==> src/rtl/alu_pkg.sv <==
package alu_pkg;

    typedef enum logic [1:0] {
        OP_AND   = 2'b00,
        OP_OR    = 2'b01,
        OP_ARITH = 2'b10,
        OP_SLT   = 2'b11
    } alu_op_e;

    typedef struct packed {
        logic res;
        logic sum;
        logic cout;
        logic ovf;
    } slice_out_t;

    // Two's-complement overflow from sign bits of the operands and the sum.
    function automatic logic ovf_detect(input logic a_s, input logic b_s, input logic s_s);
        return (a_s == b_s) && (s_s != a_s);
    endfunction

    function automatic logic full_carry(input logic x, input logic y, input logic c);
        return (x & y) | (c & (x ^ y));
    endfunction

endpackage

==> src/rtl/alu_slice.sv <==
module alu_slice
    import alu_pkg::*;
(
    input  logic       a_i,
    input  logic       b_i,
    input  logic       b_inv_i,
    input  logic       c_i,
    input  logic       less_i,
    input  alu_op_e    op_i,
    output slice_out_t out_o
);
    logic b_eff;
    logic s;

    always_comb begin
        b_eff      = b_i ^ b_inv_i;
        s          = a_i ^ b_eff ^ c_i;
        out_o.sum  = s;
        out_o.cout = full_carry(a_i, b_eff, c_i);
        out_o.ovf  = ovf_detect(a_i, b_eff, s);
        unique case (op_i)
            OP_AND:   out_o.res = a_i & b_eff;
            OP_OR:    out_o.res = a_i | b_eff;
            OP_ARITH: out_o.res = s;
            default:  out_o.res = less_i;
        endcase
    end
endmodule

==> src/rtl/alu_ripple.sv <==
module alu_ripple
    import alu_pkg::*;
#(
    parameter int W = 16
) (
    input  logic         [W-1:0] a_i,
    input  logic         [W-1:0] b_i,
    input  alu_op_e              op_i,
    input  logic                 b_inv_i,
    input  logic                 carry_i,
    output logic         [W-1:0] res_o,
    output logic                 cout_o,
    output logic                 ovf_o,
    output logic                 zero_o
);
    localparam int MSB = W - 1;

    logic set_bit;

    for (genvar i = 0; i < W; i++) begin : g_bit
        logic       cin_w;
        logic       less_w;
        slice_out_t so;

        if (i == 0) begin : g_lsb
            assign cin_w  = carry_i;
            assign less_w = set_bit;
        end else begin : g_upper
            assign cin_w  = g_bit[i-1].so.cout;
            assign less_w = 1'b0;
        end

        alu_slice u_slice (
            .a_i     (a_i[i]),
            .b_i     (b_i[i]),
            .b_inv_i (b_inv_i),
            .c_i     (cin_w),
            .less_i  (less_w),
            .op_i    (op_i),
            .out_o   (so)
        );

        assign res_o[i] = so.res;
    end

    // Sign of a - b corrected by overflow, fed back to slice 0.
    assign set_bit = g_bit[MSB].so.sum ^ g_bit[MSB].so.ovf;
    assign cout_o  = g_bit[MSB].so.cout;
    assign ovf_o   = g_bit[MSB].so.ovf;
    assign zero_o  = ~|res_o;
endmodule

==> src/rtl/bslice_alu.sv <==
module bslice_alu
    import alu_pkg::*;
#(
    parameter int W = 16
) (
    input  logic         clk,
    input  logic         rst,
    input  logic [W-1:0] a_i,
    input  logic [W-1:0] b_i,
    input  logic [1:0]   op_i,
    input  logic         b_inv_i,
    input  logic         carry_i,
    output logic [W-1:0] res_o,
    output logic         cout_o,
    output logic         ovf_o,
    output logic         zero_o
);
    localparam int MSB = W - 1;

    alu_op_e      op_e;
    logic [W-1:0] res_w;
    logic         cout_w;
    logic         ovf_w;
    logic         zero_w;

    assign op_e = alu_op_e'(op_i);

    alu_ripple #(.W(W)) u_ripple (
        .a_i     (a_i),
        .b_i     (b_i),
        .op_i    (op_e),
        .b_inv_i (b_inv_i),
        .carry_i (carry_i),
        .res_o   (res_w),
        .cout_o  (cout_w),
        .ovf_o   (ovf_w),
        .zero_o  (zero_w)
    );

    always_ff @(posedge clk) begin
        if (rst) begin
            res_o  <= '0;
            cout_o <= 1'b0;
            ovf_o  <= 1'b0;
            zero_o <= 1'b1;
        end else begin
            res_o  <= res_w;
            cout_o <= cout_w;
            ovf_o  <= ovf_w;
            zero_o <= zero_w;
        end
    end

    // Assertions
    logic [W-1:0] beff_w;
    logic [W:0]   ref_sum;
    assign beff_w  = b_i ^ {W{b_inv_i}};
    assign ref_sum = {1'b0, a_i} + {1'b0, beff_w} + {{W{1'b0}}, carry_i};

    a_r10_reset: assert property (@(posedge clk)
        rst |=> (res_o == '0 && !cout_o && !ovf_o && zero_o));

    a_r9_zero_flag: assert property (@(posedge clk) disable iff (rst)
        !$past(rst) |-> (zero_o == (res_o == '0)));

    a_r1_and: assert property (@(posedge clk) disable iff (rst)
        (op_i == 2'b00) |=> (res_o == $past(a_i & beff_w)));

    a_r2_or: assert property (@(posedge clk) disable iff (rst)
        (op_i == 2'b01) |=> (res_o == $past(a_i | beff_w)));

    a_r3_add: assert property (@(posedge clk) disable iff (rst)
        (op_i == 2'b10) |=> ({cout_o, res_o} == $past(ref_sum)));

    a_r8_carry: assert property (@(posedge clk) disable iff (rst)
        1'b1 |=> (cout_o == $past(ref_sum[W])));

    a_r5_no_overflow: assert property (@(posedge clk) disable iff (rst)
        (a_i[MSB] != beff_w[MSB]) |=> !ovf_o);

    a_r7_set_upper: assert property (@(posedge clk) disable iff (rst)
        (op_i == 2'b11) |=> (res_o[MSB:1] == '0));

    a_r6_signed_lt: assert property (@(posedge clk) disable iff (rst)
        (op_i == 2'b11 && b_inv_i && carry_i)
        |=> (res_o[0] == $past($signed(a_i) < $signed(b_i))));
endmodule

==> config.mk <==
export PLATFORM = sky130hd
export DESIGN_NAME = bslice_alu
export DESIGN_NICKNAME = d
export VERILOG_FILES = /design/src/rtl/alu_pkg.sv /design/src/rtl/alu_slice.sv /design/src/rtl/alu_ripple.sv /design/src/rtl/bslice_alu.sv
export SDC_FILE = /design/constraint.sdc
export NUM_CORES = 1
export LEC_CHECK = 0
export BUFFER_PORTS_ARGS = -buffer_cell sky130_fd_sc_hd__buf_2
export CAP_MARGIN = 30
export CORE_UTILIZATION = 52
export DETAILED_ROUTE_END_ITERATION = 12
export PLACE_DENSITY_LB_ADDON = 0.1
export SLEW_MARGIN = 10
export SYNTH_ARGS = -nofsm -noshare
export SYNTH_HDL_FRONTEND = slang
export SYNTH_SLANG_ARGS = --single-unit
==> constraint.sdc <==
create_clock -name clk -period 8.47 [get_ports clk]
set_input_delay 0.847 -clock clk [delete_from_list [all_inputs] [get_ports clk]]
set_output_delay 0.847 -clock clk [all_outputs]
set_load 0.01 [all_outputs]
# Word-level counts from Yosys, hierarchy flattened
# Cells that the tools add are included.
# word_totals
reg_bits	19
in_bits	38
out_inout_bits	19
# classes
n_eq_ne	4
mux	16
n_bitwise	113
reduce_logical	4
# op_table
cell	count
1-bit bitwise XOR	49
1-bit case mux with 3 select lines	16
1-bit bitwise AND	32
1-bit OR	32
16-bit OR reduction	1
2-bit by 1-bit == test with 1-bit output, second input constant	1
2-bit == test, second input constant	1
2-bit logical NOT	1
1-bit == test	1
1-bit logical AND	1
1-bit logical NOT	1
1-bit != test	1

# Longest topological paths before layout
# depth
depth_word	39
mapped_depth	25
depth_no_buf	23

# Cells and area by module
# A second synthesis with hierarchy kept.
# hier_totals
cells_unflattened	222
area_unflattened_um2	2288.4
# modules_own_cells
mod	instances	cells_per_inst	area_each_um2	seq_area_each_um2
alu_slice	16	11	107.6	0.0
bslice_alu	1	39	520.5	380.4
alu_ripple	1	7	46.3	0.0

# Worst setup path before layout
# No wires, ideal clock.
# synth_timing
path_type	in2reg
from	input b_inv_i
to	register zero_o
t_arrival_ns	7.752
slack_ns	0.602
stages	25
path_cell_list	buf_2 > buf_2 > xor2_1 > fa_1 > fa_1 > fa_1 > fa_1 > fa_1 > fa_1 > fa_1 > fa_1 > fa_1 > fa_1 > fa_1 > fa_1 > fa_1 > inv_1 > fa_1 > fa_1 > fa_1 > inv_1 > mux2i_1 > o22ai_1 > nor3_1 > a41o_1
# synth_between
elab_chain_len	39
elab_cells_between_ends	132
# synth_lines
element	line_no	source
start: declaration	bslice_alu.sv:11	input logic b_inv_i,
1-bit bitwise XOR	alu_slice.sv:16	b_eff = b_i ^ b_inv_i;
1-bit bitwise XOR	alu_pkg.sv:23, alu_slice.sv:17	
1-bit bitwise AND	alu_pkg.sv:23	return (x & y) | (c & (x ^ y));
1-bit OR	alu_pkg.sv:23	
1-bit bitwise AND	alu_pkg.sv:23	
1-bit OR	alu_pkg.sv:23	
1-bit bitwise AND	alu_pkg.sv:23	
1-bit OR	alu_pkg.sv:23	
(+23 left out)	n/a	
1-bit OR	alu_pkg.sv:23	
1-bit bitwise XOR	alu_slice.sv:17	s = a_i ^ b_eff ^ c_i;
1-bit != test	alu_pkg.sv:19	return (a_s == b_s) && (s_s != a_s);
1-bit logical AND	alu_pkg.sv:19	
1-bit bitwise XOR	alu_ripple.sv:47	assign set_bit = g_bit[MSB].so.sum ^ g_bit[MSB].so.ovf;
1-bit case mux with 3 select lines	alu_slice.sv:21	unique case (op_i)
16-bit OR reduction *	alu_ripple.sv:50	assign zero_o = ~|res_o;
1-bit logical NOT *	alu_ripple.sv:50	
end signal: assignment	bslice_alu.sv:50	zero_o <= zero_w;
end: declaration	bslice_alu.sv:16	output logic zero_o
# Every way passes the cells marked *; elsewhere a longest branch is shown, timed or not.
# A chain may end at the register's enable or synchronous reset.

# Worst setup path after layout
# Ends and elaborated chain as after synthesis.

==> metrics.cfg <==
[critical_path]
required_ps = 8660
critPathMaxFanout = 3
critPathKind = in -> reg
critical_path_arrival_ps = 7850
crit_path_start_kind = input pin
worstSetupEndpointType = flop

[grt]
antenna_found_initial = 0
grt_max_degree = 21
overflow = 0
grt_pass1_wl_um = 6710
grt_pass1_vias = 1541
use_met2 = 0.372
use_met1 = 0.288
use_met3 = 0.0146
grt_use_total = 0.214
grt-busiest-layer = met2

[cts]
cts.sinks = 19
clk_pin_slew_ps = 110
cts_setup_buffers = 0
clk_path_buf_depth = 2
ctsHoldBuffers = 0
cts_resized = 0
cts_root_buf = clkbuf_4
cts_max_level = 1
cts_tree = yes
cts_buffers = 3

[pwr]
ir_drop_mv = 0.0464
finalPower_uw = 267
power_density_nw_per_um2 = 121
p_leak_nw = 1.24

[logic_synthesis]
ys_ff_latch = 19
synth_nets = 278
async_flop_share = 0
yosys_warnings = 0
synth-main-ff-cell = dfxtp_1
avgSynthCellArea_sq_um = 9.95
synth.distinct_cells = 25
synth_edf_count = 0
ys_seq_area_frac = 0.199
netlist_area_sq_um = 1910
syn_inst = 192

[timing]
min_period_ps = 7650
rsz0062_at_grt = false
fmax_mhz = 131
period_share = 0.904
drv_slew = 0
worst_slew_pin_slew_ps = 531
hold_violations = 0
finalSetupViolations = 0
tns_ps = 0
max_slew_margin = 0.646

[drt]
post-route-drc-count = 0
viasPerCell = 4.85
via_count = 1401
wire_per_inst_um = 12.5
drt_pass1_iterations = 6
wl_um = 3620
drt_iter0_drc = 40
ant_nets = 0

[die]
die_height_um = 62.6
num_io_pins = 57
std_cell_rows = 21
start_util = 0.559
core_sq_um = 3420
die_w_um = 62.6
dieArea_sq_um = 3920

[place]
hpwlAfterDp_um = 2950
port_buffers = 56
gp_congestion = 0.789

[layout]
nets = 330
diodes = 0
syn2layout_area_growth_pct = 15.2
drive_above_1_share = 0.259

[run_status]
outcome = complete, no violations

[flow_run]
max-cap-violations = 0

[worst_hold_path]
min_path_type = in -> reg

worst max-delay path, stage by stage:
cell and delay (ps):
buf_2 130, xor2_1 190, fa_1 390, fa_1 400, fa_1 400, fa_1 410, fa_1 400, fa_1 390
fa_1 390, fa_1 400, fa_1 390, fa_1 390, fa_1 390, fa_1 400, fa_1 370, inv_1 80
fa_1 170, fa_1 220, fa_1 450, inv_1 70, mux2i_1 60, o22ai_1 200, nor3_1 90, a41o_1 220
power breakdown:
group	total (mW)	internal (mW)	switching (mW)
Sequential	0.100	0.0980	0.00205
Clock	0.0449	0.0175	0.0273
Combinational	0.122	0.0546	0.0673
Total	0.267	0.170	0.0967
layer usage:
metal,wire (um),up-vias
li1,-,701
met2,1790,32
met5,0,-
met4,0,0
met1,1730,668
met3,92,0
cells by family (layout without fill, tap and decap cells):
| kind of cell | Yosys count | count (layout) | share of synthesized area |
|---|---|---|---|
| adders and majority gates | 48 | 48 | 0.377 |
| buffers and inverters | 45 | 96 | 0.112 |
| and+or+nand+nor | 29 | 29 | 0.0779 |
| AOI/OAI and AO/OA | 19 | 19 | 0.0773 |
| DFF | 19 | 19 | 0.199 |
| xor gates and xnor gates | 17 | 17 | 0.0779 |
| muxes | 15 | 15 | 0.0786 |
cells in the mapped netlist, drive strengths merged (5+ instances only):
| cell type | count | area (sq um) |
|---|---|---|
| buf | 9 | 78.8 |
| dfxtp | 19 | 380 |
| fa | 16 | 320 |
| ha | 32 | 400 |
| inv | 35 | 131 |
| mux2i | 15 | 150 |
| nor2 | 14 | 52.6 |
| nor2b | 5 | 31.3 |
| o22a | 10 | 87.6 |
| o22ai | 5 | 31.3 |
| xor2 | 17 | 149 |
cell type report:
class | count | area [sq um]
flip-flops and latches | 19 | 380
repair buffers | 57 | 288
well taps | 46 | 57.6
clock inverters | 1 | 5.00
clock buffers | 3 | 22.5
inverters | 35 | 131
fillers | 320 | 1210
multi-input cells | 128 | 1320
final timing paths:
| path | start | to | slack (ps) | depth (start not counted) |
|---|---|---|---|---|
| setup / recovery | b_inv_i | zero_o | 820 | 24 |
| hold / removal | a_i[15] | ovf_o | 930 | 3 |
placed cells by master, fill, tap and decap left out:
| cell | count |
|---|---|
| o21ai_0 | 1 |
| nor2_1 | 14 |
| o221ai_1 | 1 |
| inv_1 | 35 |
| nand2b_4 | 1 |
| nand4_1 | 2 |
| buf_4 | 1 |
| ha_1 | 32 |
| a21oi_1 | 1 |
| nand3b_1 | 1 |
| o22ai_1 | 5 |
| dfxtp_1 | 19 |
| nor3_2 | 1 |
| a41o_1 | 1 |
| nand2_1 | 3 |
| xor2_1 | 17 |
| fa_1 | 16 |
| mux2i_1 | 15 |
| clkbuf_4 | 3 |
| nor3_1 | 2 |
| clkinv_2 | 1 |
| o22a_1 | 10 |
| buf_2 | 56 |
| nor2b_1 | 5 |
flip-flops by register name (all words and copies together), names as in the netlist:
name / flops
cout_o: 1
res_o: 16
zero_o: 1
ovf_o: 1
through the flow:
step	area (sq um)	utilization	hold slack [ps]	setup slack, ps	instances
detailed placement	2170	0.636	1240	521	285
global route	2200	0.644	915	497	289
finish	2200	0.644	927	816	289
CTS	2200	0.644	918	844	289
global placement	2170	0.636	1240	696	285
floorplan	1910	-	1040	602	192
Power figures use the tool's default switching activity.
